===== src/rtl/vga_timing_pkg.sv =====
package vga_timing_pkg;

    // Pair of active-low sync levels carried together through the delay line.
    typedef struct packed {
        logic line_n;
        logic frame_n;
    } sync_pair_t;

    localparam sync_pair_t SYNC_IDLE = '{line_n: 1'b1, frame_n: 1'b1};

    // True when pos falls in [start, start+len-1].
    function automatic logic in_window(input int pos, input int start, input int len);
        return (pos >= start) && (pos < start + len);
    endfunction

endpackage


===== src/rtl/tick_divider.sv =====
module tick_divider #(
    parameter int DIV_BITS = 2
) (
    input  logic clk,
    input  logic rst,
    output logic tick
);
    logic [DIV_BITS-1:0] phase;

    always_ff @(posedge clk) begin
        if (rst) phase <= '0;
        else     phase <= phase + 1'b1;
    end

    assign tick = &phase;
endmodule


===== src/rtl/axis_counter.sv =====
module axis_counter #(
    parameter int MODULUS = 800,
    parameter int W       = 10
) (
    input  logic         clk,
    input  logic         rst,
    input  logic         step,
    output logic [W-1:0] value,
    output logic         at_end
);
    localparam logic [W-1:0] LAST = W'(MODULUS - 1);

    assign at_end = (value == LAST);

    always_ff @(posedge clk) begin
        if (rst)
            value <= '0;
        else if (step)
            value <= at_end ? '0 : value + 1'b1;
    end
endmodule


===== src/rtl/sync_delay_line.sv =====
module sync_delay_line
    import vga_timing_pkg::*;
#(
    parameter int STAGES = 3
) (
    input  logic       clk,
    input  logic       rst,
    input  sync_pair_t din,
    output sync_pair_t dout
);
    sync_pair_t stage [STAGES];

    for (genvar i = 0; i < STAGES; i++) begin : g_stage
        if (i == 0) begin : g_first
            always_ff @(posedge clk) begin
                if (rst) stage[i] <= SYNC_IDLE;
                else     stage[i] <= din;
            end
        end else begin : g_next
            always_ff @(posedge clk) begin
                if (rst) stage[i] <= SYNC_IDLE;
                else     stage[i] <= stage[i-1];
            end
        end
    end

    assign dout = stage[STAGES-1];
endmodule


===== src/rtl/vga_raster_sync.sv =====
module vga_raster_sync
    import vga_timing_pkg::*;
#(
    parameter int H_ACTIVE  = 640,
    parameter int H_FRONT   = 16,
    parameter int H_PULSE   = 96,
    parameter int H_BACK    = 48,
    parameter int V_ACTIVE  = 480,
    parameter int V_FRONT   = 10,
    parameter int V_PULSE   = 2,
    parameter int V_BACK    = 33,
    parameter int DIV_BITS  = 2,
    parameter int DAC_DELAY = 2,
    parameter int COORD_W   = 10
) (
    input  logic               clk,
    input  logic               rst,
    output logic               line_sync_n,
    output logic               frame_sync_n,
    output logic               comp_sync_n,
    output logic               video_on,
    output logic               pix_strobe,
    output logic [COORD_W-1:0] pix_x,
    output logic [COORD_W-1:0] pix_y
);
    localparam int H_TOTAL  = H_ACTIVE + H_FRONT + H_PULSE + H_BACK;
    localparam int V_TOTAL  = V_ACTIVE + V_FRONT + V_PULSE + V_BACK;
    localparam int H_SSTART = H_ACTIVE + H_FRONT;
    localparam int V_SSTART = V_ACTIVE + V_FRONT;
    localparam int STAGES   = 1 + DAC_DELAY;

    logic       tick, h_end, v_end;
    sync_pair_t sync_now, sync_late;

    tick_divider #(.DIV_BITS(DIV_BITS)) u_div (
        .clk(clk), .rst(rst), .tick(tick)
    );

    axis_counter #(.MODULUS(H_TOTAL), .W(COORD_W)) u_hcnt (
        .clk(clk), .rst(rst), .step(tick), .value(pix_x), .at_end(h_end)
    );

    axis_counter #(.MODULUS(V_TOTAL), .W(COORD_W)) u_vcnt (
        .clk(clk), .rst(rst), .step(tick & h_end), .value(pix_y), .at_end(v_end)
    );

    always_comb begin
        sync_now.line_n  = ~in_window(int'(pix_x), H_SSTART, H_PULSE);
        sync_now.frame_n = ~in_window(int'(pix_y), V_SSTART, V_PULSE);
    end

    sync_delay_line #(.STAGES(STAGES)) u_dly (
        .clk(clk), .rst(rst), .din(sync_now), .dout(sync_late)
    );

    assign line_sync_n  = sync_late.line_n;
    assign frame_sync_n = sync_late.frame_n;
    assign comp_sync_n  = sync_late.line_n & sync_late.frame_n;
    assign video_on     = (int'(pix_x) < H_ACTIVE) && (int'(pix_y) < V_ACTIVE);
    assign pix_strobe   = tick;

    logic unused_v_end;
    assign unused_v_end = v_end;
endmodule


===== config.mk =====
export PLATFORM = sky130hd
export DESIGN_NAME = vga_raster_sync
export DESIGN_NICKNAME = d
export VERILOG_FILES = /design/src/rtl/vga_timing_pkg.sv /design/src/rtl/tick_divider.sv /design/src/rtl/axis_counter.sv /design/src/rtl/sync_delay_line.sv /design/src/rtl/vga_raster_sync.sv
export SDC_FILE = /design/constraint.sdc
export NUM_CORES = 1
export LEC_CHECK = 0
export ABC_AREA = 1
export BUFFER_PORTS_ARGS = -buffer_cell sky130_fd_sc_hd__buf_2
export CAP_MARGIN = 10
export CELL_PAD_IN_SITES_DETAIL_PLACEMENT = 0
export CELL_PAD_IN_SITES_GLOBAL_PLACEMENT = 1
export CORE_MARGIN = 4
export CORE_UTILIZATION = 41
export CTS_CLUSTER_SIZE = 24
export DETAILED_ROUTE_END_ITERATION = 8
export GPL_ROUTABILITY_DRIVEN = 1
export PLACE_DENSITY = 0.86
export SLEW_MARGIN = 10
export SYNTH_ARGS = -nofsm -noshare
export SYNTH_HDL_FRONTEND = slang
export SYNTH_SLANG_ARGS = --single-unit
export TNS_END_PERCENT = 5

===== constraint.sdc =====
create_clock -name clk -period 2.5 [get_ports clk]
set_clock_uncertainty 0.2 [all_clocks]
set_input_delay 0.375 -clock clk [delete_from_list [all_inputs] [get_ports clk]]
set_output_delay 0.375 -clock clk [all_outputs]
set_load 0.01 [all_outputs]

==> flow_summary.json, run 1 <==
{
  "muxShareOfSynthArea": 0,
  "grt_overflow": 0,
  "cts_tree": "yes",
  "routed_wl_um": 3050,
  "p_per_area_nw_per_um2": 494,
  "crit_required_ps": 1920,
  "place_area_um2": 1530,
  "reg2reg_slack_ps": 650,
  "num_antenna_cells": 0,
  "fp.dieH_um": 65.7,
  "maxSlewViolCount": 0,
  "drtIter0Drc": 97,
  "ys_ff_latch": 28,
  "fin_setup_tns_ps": 0,
  "grt_max_degree": 17,
  "critPathKind": "flop to output pin",
  "synth-edff-count": 0,
  "area_delta_synth_final_pct": 16.3,
  "synth_adder_area_share": 0.0551,
  "switching_power_mw": 0.159,
  "swShare": 0.203,
  "p_int_mw": 0.624,
  "crit_chain": "nand2_1, inv_1, nand2_1, nor2_1, nor2_1, buf_2",
  "run_status": "completed",
  "fin_crit_sh": 0.838,
  "fin_crit_ps": 2100,
  "setup_slack_ps": 404,
  "dpl.hpwl_um": 2410,
  "synth_common_cells": "37 x nand2_1, 28 x dfxtp_1, 28 x inv_1",
  "clk_latency_ps": 330,
  "rsz0062_at_grt": "false",
  "synth.distinct_cells": 28,
  "synthFlopType": "dfxtp_1",
  "post_drt_wl_per_cell_um": 11.9,
  "power_frac_seq": 0.580,
  "tightest_slew_ps": 329,
  "postRouteAntennaNets": 0,
  "antenna_found_initial": 0,
  "dieArea_um2": 4310,
  "yosys.area_share.simple": 0.345,
  "grt_pass1_vias": 1168,
  "cts.clk_slew.worst_paths_ps": 150,
  "syn_area_um2": 1360,
  "crit_path_max_fanout": 6,
  "port_buffers": 26,
  "postCtsHoldBufs": 0,
  "pin_count": 27,
  "drc": 0,
  "maxSlewHeadroom": 0.780,
  "combinationalPowerShare": 0.041,
  "gp_congestion": 0.952,
  "slowest_delay_ps": 460,
  "ys_warn_count": 0,
  "syn_nets": 192,
  "crit_path_start_kind": "flop",
  "synth_cells": 184,
  "start_util": 0.436,
  "worstPathArrival_ps": 1520,
  "numCtsBuffers": 3,
  "grt_pass1_wl_um": 5330,
  "drive_above_1_share": 0.217,
  "async_flop_share": 0,
  "postCtsSetupBuffers": 0,
  "synth_top_family_by_area": "simple AND/OR/NAND/NOR gates",
  "ctsLongestPathBuffers": 2,
  "placeableCoreArea_um2": 3130,
  "num-fill-cells": 344,
  "htreeDepth": 1,
  "drt-vias-per-instance": 4.69,
  "cp-end-kind": "output pin",
  "yosys.area.top_type": "dfxtp_1",
  "cts_root_buf": "clkbuf_4",
  "synth_seq_area_share": 0.411,
  "ir_worst_vdd_mv": 0.402,
  "drv_cap": 0,
  "power_frac_clock": 0.379,
  "finalHoldViolCount": 0,
  "yosysTopAreaCellShare": 0.411,
  "die_w_um": 65.7,
  "grt_use_total": 0.158,
  "via_count": 1200,
  "leakagePower_nw": 0.740,
  "timing.fmax_mhz": 477,
  "final_area_um2": 1590,
  "clock_sinks": 28,
  "ctsResizeCount": 0,
  "nets": 221,
  "worst_path_max_delay_cell": "dfxtp_1",
  "setup_viol": 0,
  "yosysMostFrequentCell": "nand2_1",
  "synth_compound_area_frac": 0.0781,
  "yosys-top-cells-area": "dfxtp_1 41%, nand2_1 10%, inv_1 7.7%, nor2_1 7.2%, ha_1 5.5%",
  "postSynthAreaPerCell_um2": 7.41,
  "pre_cts_slack_ps": 677,
  "hp-class": "input port to flop",
  "row_count": 20,
  "dr.pass1.iters": 4,
  "synth_xor_area_frac": 0.0193
}
state kept, by name, summed over array words and instances, names as in the netlist:
signal and count:
u_dly.stage 6, u_hcnt.value 10, u_vcnt.value 10, u_div.phase 2
power by group through the flow:
| stage | Clock (mW) | Sequential [mW] | Combinational [mW] |
|---|---|---|---|
| after floorplan | 0 | 0.464 | 0.0243 |
| after detailed placement | 0 | 0.464 | 0.0327 |
| final | 0.297 | 0.454 | 0.0320 |
| after global routing | 0.320 | 0.455 | 0.0368 |
| after CTS | 0.307 | 0.454 | 0.0328 |
| after global placement | 0 | 0.463 | 0.0308 |
layout make-up:
type | instances | area [um2] | share of cell area
Tap cell | 44 | 55.1 | 0.0347
Timing Repair Buffer | 26 | 130 | 0.0821
Inverter | 29 | 109 | 0.0687
Sequential cell | 28 | 561 | 0.354
Multi-Input combinational cell | 125 | 678 | 0.428
Clock buffer | 3 | 22.5 | 0.0142
Clock inverter | 1 | 30.0 | 0.0189
through the flow:
step	total power, mW	hold WS [ps]	std cells	util
5_1_grt	0.811	133	256	0.507
6_report	0.783	118	256	0.507
2_1_floorplan	0.489	189	184	-
4_1_cts	0.794	116	256	0.507
3_3_place_gp	0.494	193	252	0.490
3_5_place_dp	0.497	196	252	0.490
worst max-delay path: cells and delay by family, from the launching register on:
kind / cells / cell delay [ps]
flip-flops: 1 / 460
AND/OR/NAND/NOR: 4 / 490
buffers and inverters: 2 / 240
cell families (layout without fill, tap and decap cells):
family                     count (synthesis)  in the layout
AOI/OAI and AO/OA                         18             18
xor gates and xnor gates                   3              3
adders and majority gates                  6              6
buffers and inverters                     31             59
DFF                                       28             28
and+or+nand+nor                           98             98
layout by cell type, fill, tap and decap left out, types with 2 or more instances in the layout:
| master | instances |
|---|---|
| nand2_1 | 37 |
| inv_1 | 28 |
| dfxtp_1 | 28 |
| nor2_1 | 26 |
| buf_2 | 26 |
| nand3_1 | 13 |
| a21oi_1 | 7 |
| ha_1 | 6 |
| nand2_2 | 4 |
| or2_2 | 4 |
| nand4_1 | 3 |
| nor2_2 | 3 |
| nor3_1 | 3 |
| o21ai_0 | 3 |
| xor2_1 | 3 |
| clkbuf_4 | 3 |
| o21ai_1 | 2 |
| a211oi_1 | 2 |
final timing paths:
path,start,end,cells past startpoint
max,u_vcnt.value[5]$_SDFFE_PP0P_,video_on,6
min,rst,u_vcnt.value[5]$_SDFFE_PP0P_,2
max reg2reg,u_div.phase[0]$_SDFF_PP0_,u_vcnt.value[2]$_SDFFE_PP0P_,8
min reg2reg,u_dly.stage[0][0]$_SDFF_PP1_,u_dly.stage[1][0]$_SDFF_PP1_,1
per-layer routing:
layer / vias up / wire length [um] / global-route usage
li1: 632 / - / -
met1: 537 / 1380 / 0.193
met2: 25 / 1460 / 0.265
met3: 6 / 144 / 0.0410
met4: 0 / 59 / 0.0596
met5: - / 0 / 0
Note: power is estimated with default switching activity, not from simulation.
==> run 2: changes to the inputs <==
Settings changed: CORE_UTILIZATION 41 to 35, PLACE_DENSITY 0.86 to 0.78.
Clock period 2.5 ns to 1.9 ns, I/O delays scaled along.
==> run 2 against run 1 <==
First-iteration DRC count shrank 56%. Die area is 15% higher. Wire length fell by 5.5%. Critical path type unchanged. Setup slack got worse by 270 ps. Total power grew 28%. Cell area up 2.4%. Register-to-register slack got worse by 470 ps.
==> flow_summary.json, run 2 (synthesized netlist as in run 1, its figures left out) <==
{
  "run_status": "completed",
  "dieArea_um2": 4960,
  "clk_latency_ps": 270,
  "cts_root_buf": "clkbuf_8",
  "crit_path_max_fanout": 5,
  "grt_pass1_vias": 1089,
  "pin_count": 27,
  "die_w_um": 70.4,
  "tightest_slew_ps": 291,
  "slowest_delay_ps": 410,
  "layout_common_cells": "37 x nand2_1, 28 x inv_1, 28 x dfxtp_1",
  "cts.clk_slew.worst_paths_ps": 90,
  "drt-vias-per-instance": 4.61,
  "crit_path_start_kind": "flop",
  "fin_cells": 263,
  "clock_sinks": 28,
  "placedCellCount": 259,
  "crit_cells": 6,
  "via_count": 1212,
  "worst_path_max_delay_cell": "dfxtp_1",
  "drv_cap": 0,
  "largestRegisters": "u_hcnt.value (10), u_vcnt.value (10), u_dly.stage (6)",
  "post_drt_wl_per_cell_um": 11.0,
  "antenna_found_initial": 0,
  "cp-end-kind": "output pin",
  "grt_use_total": 0.122,
  "fin_setup_tns_ps": 0,
  "ff2ff_path_depth": 8,
  "drc": 0,
  "port_buffers": 26,
  "htreeDepth": 1,
  "grt_max_degree": 16,
  "p_per_area_nw_per_um2": 618,
  "fin_crit_sh": 0.929,
  "maxSlewViolCount": 0,
  "drtIter0Drc": 43,
  "cp-startpoint": "u_vcnt.value[6]$_SDFFE_PP0P_",
  "reg2reg_slack_ps": 180,
  "grt_pass1_wl_um": 5000,
  "crit_chain": "nand2_1, inv_1, nand2_1, nor2_4, nor2_1, buf_2",
  "setup_viol": 0,
  "fp.dieH_um": 70.4,
  "ctsLongestPathBuffers": 2,
  "postCtsHoldBufs": 0,
  "worstPathArrival_ps": 1280,
  "start_util": 0.367,
  "gp_congestion": 0.835,
  "cts_tree": "yes",
  "routed_wl_um": 2880,
  "maxSlewHeadroom": 0.805,
  "final_area_um2": 1620,
  "postRouteAntennaNets": 0,
  "drive_above_1_share": 0.233,
  "critPathKind": "flop to output pin",
  "dr.pass1.iters": 4,
  "hp-class": "input port to flop",
  "row_count": 22,
  "cp_top_family": "flip-flops",
  "mostFrequentLayoutCell": "nand2_1",
  "ir_worst_vdd_mv": 0.205,
  "num-fill-cells": 407,
  "power_mw": 1.00,
  "place_area_um2": 1560,
  "rsz0062_at_grt": "false",
  "area_delta_synth_final_pct": 19.1,
  "crit_required_ps": 1410,
  "cp_common_cell": "nand2_1",
  "finalHoldViolCount": 0,
  "pre_cts_slack_ps": 210,
  "critPathBufInv": 2,
  "grt_overflow": 0,
  "cp-endpoint": "video_on",
  "fin_crit_ps": 1760,
  "setup_slack_ps": 135,
  "timing.fmax_mhz": 567,
  "nets": 224,
  "numCtsBuffers": 3,
  "leakagePower_nw": 0.756,
  "timing.rr.start": "u_div.phase[0]$_SDFF_PP0_",
  "placeableCoreArea_um2": 3720,
  "postCtsSetupBuffers": 0,
  "reg2reg_to": "u_vcnt.value[2]$_SDFFE_PP0P_",
  "dpl.hpwl_um": 2250,
  "num_antenna_cells": 0
}
-- run 2: changes by cell type in the layout (fill, tap and decap cells not counted), sizes merged --
| cell | change |
|---|---|
| buf | +3 |
| clkbuf | +1 |
| bufinv | -1 |
-- run 2: layer usage --
| metal | track usage | share of wire | vias to the layer above |
|---|---|---|---|
| met4 | 0.0383 | 0.012 | 0 |
| met5 | 0 | 0 | - |
| li1 | - | - | 638 |
| met3 | 0.0173 | 0.031 | 2 |
| met2 | 0.180 | 0.43 | 24 |
| met1 | 0.180 | 0.53 | 548 |
-- run 2: worst min-delay path by stage --
stage / startpoint / to / slack [ps] / depth (start not counted)
6_report: rst / u_div.phase[0]$_SDFF_PP0_ / 120 / 2
2_1_floorplan: u_dly.stage[0][0]$_SDFF_PP1_ / u_dly.stage[1][0]$_SDFF_PP1_ / 190 / 1
3_5_place_dp: u_dly.stage[1][0]$_SDFF_PP1_ / u_dly.stage[2][0]$_SDFF_PP1_ / 200 / 1
3_3_place_gp: u_dly.stage[0][1]$_SDFF_PP1_ / u_dly.stage[1][1]$_SDFF_PP1_ / 190 / 1
5_1_grt: rst / u_vcnt.value[5]$_SDFFE_PP0P_ / 150 / 2
4_1_cts: rst / u_div.phase[0]$_SDFF_PP0_ / 120 / 2
-- run 2: where the power goes --
part           total, mW  switching [mW]  leakage (nW)  internal, mW
Clock              0.363           0.178        0.0288         0.185
Sequential         0.596         0.00380         0.226         0.593
Combinational     0.0432          0.0286         0.501        0.0146
Total               1.00           0.210         0.756         0.792
-- run 2: repair_timing --
item | in CTS | in global routing
hold endpoints to repair | 0 | 0
endpoints found under the setup margin | 0 | 1
resized for setup | 0 | 2
-- run 2: area by class of cell --
type	count	area [um2]	area share
Inverter	29	109	0.0671
Clock buffer	4	55.1	0.0339
Timing Repair Buffer	29	153	0.0941
Multi-Input combinational cell	125	686	0.423
Sequential cell	28	561	0.345
Tap cell	48	60.1	0.0370
-- run 2: per-stage QoR --
step,utilization,hold slack (ps)
2_1_floorplan,-,189
3_3_place_gp,0.420,191
3_5_place_dp,0.420,199
4_1_cts,0.435,121
5_1_grt,0.437,151
6_report,0.437,124
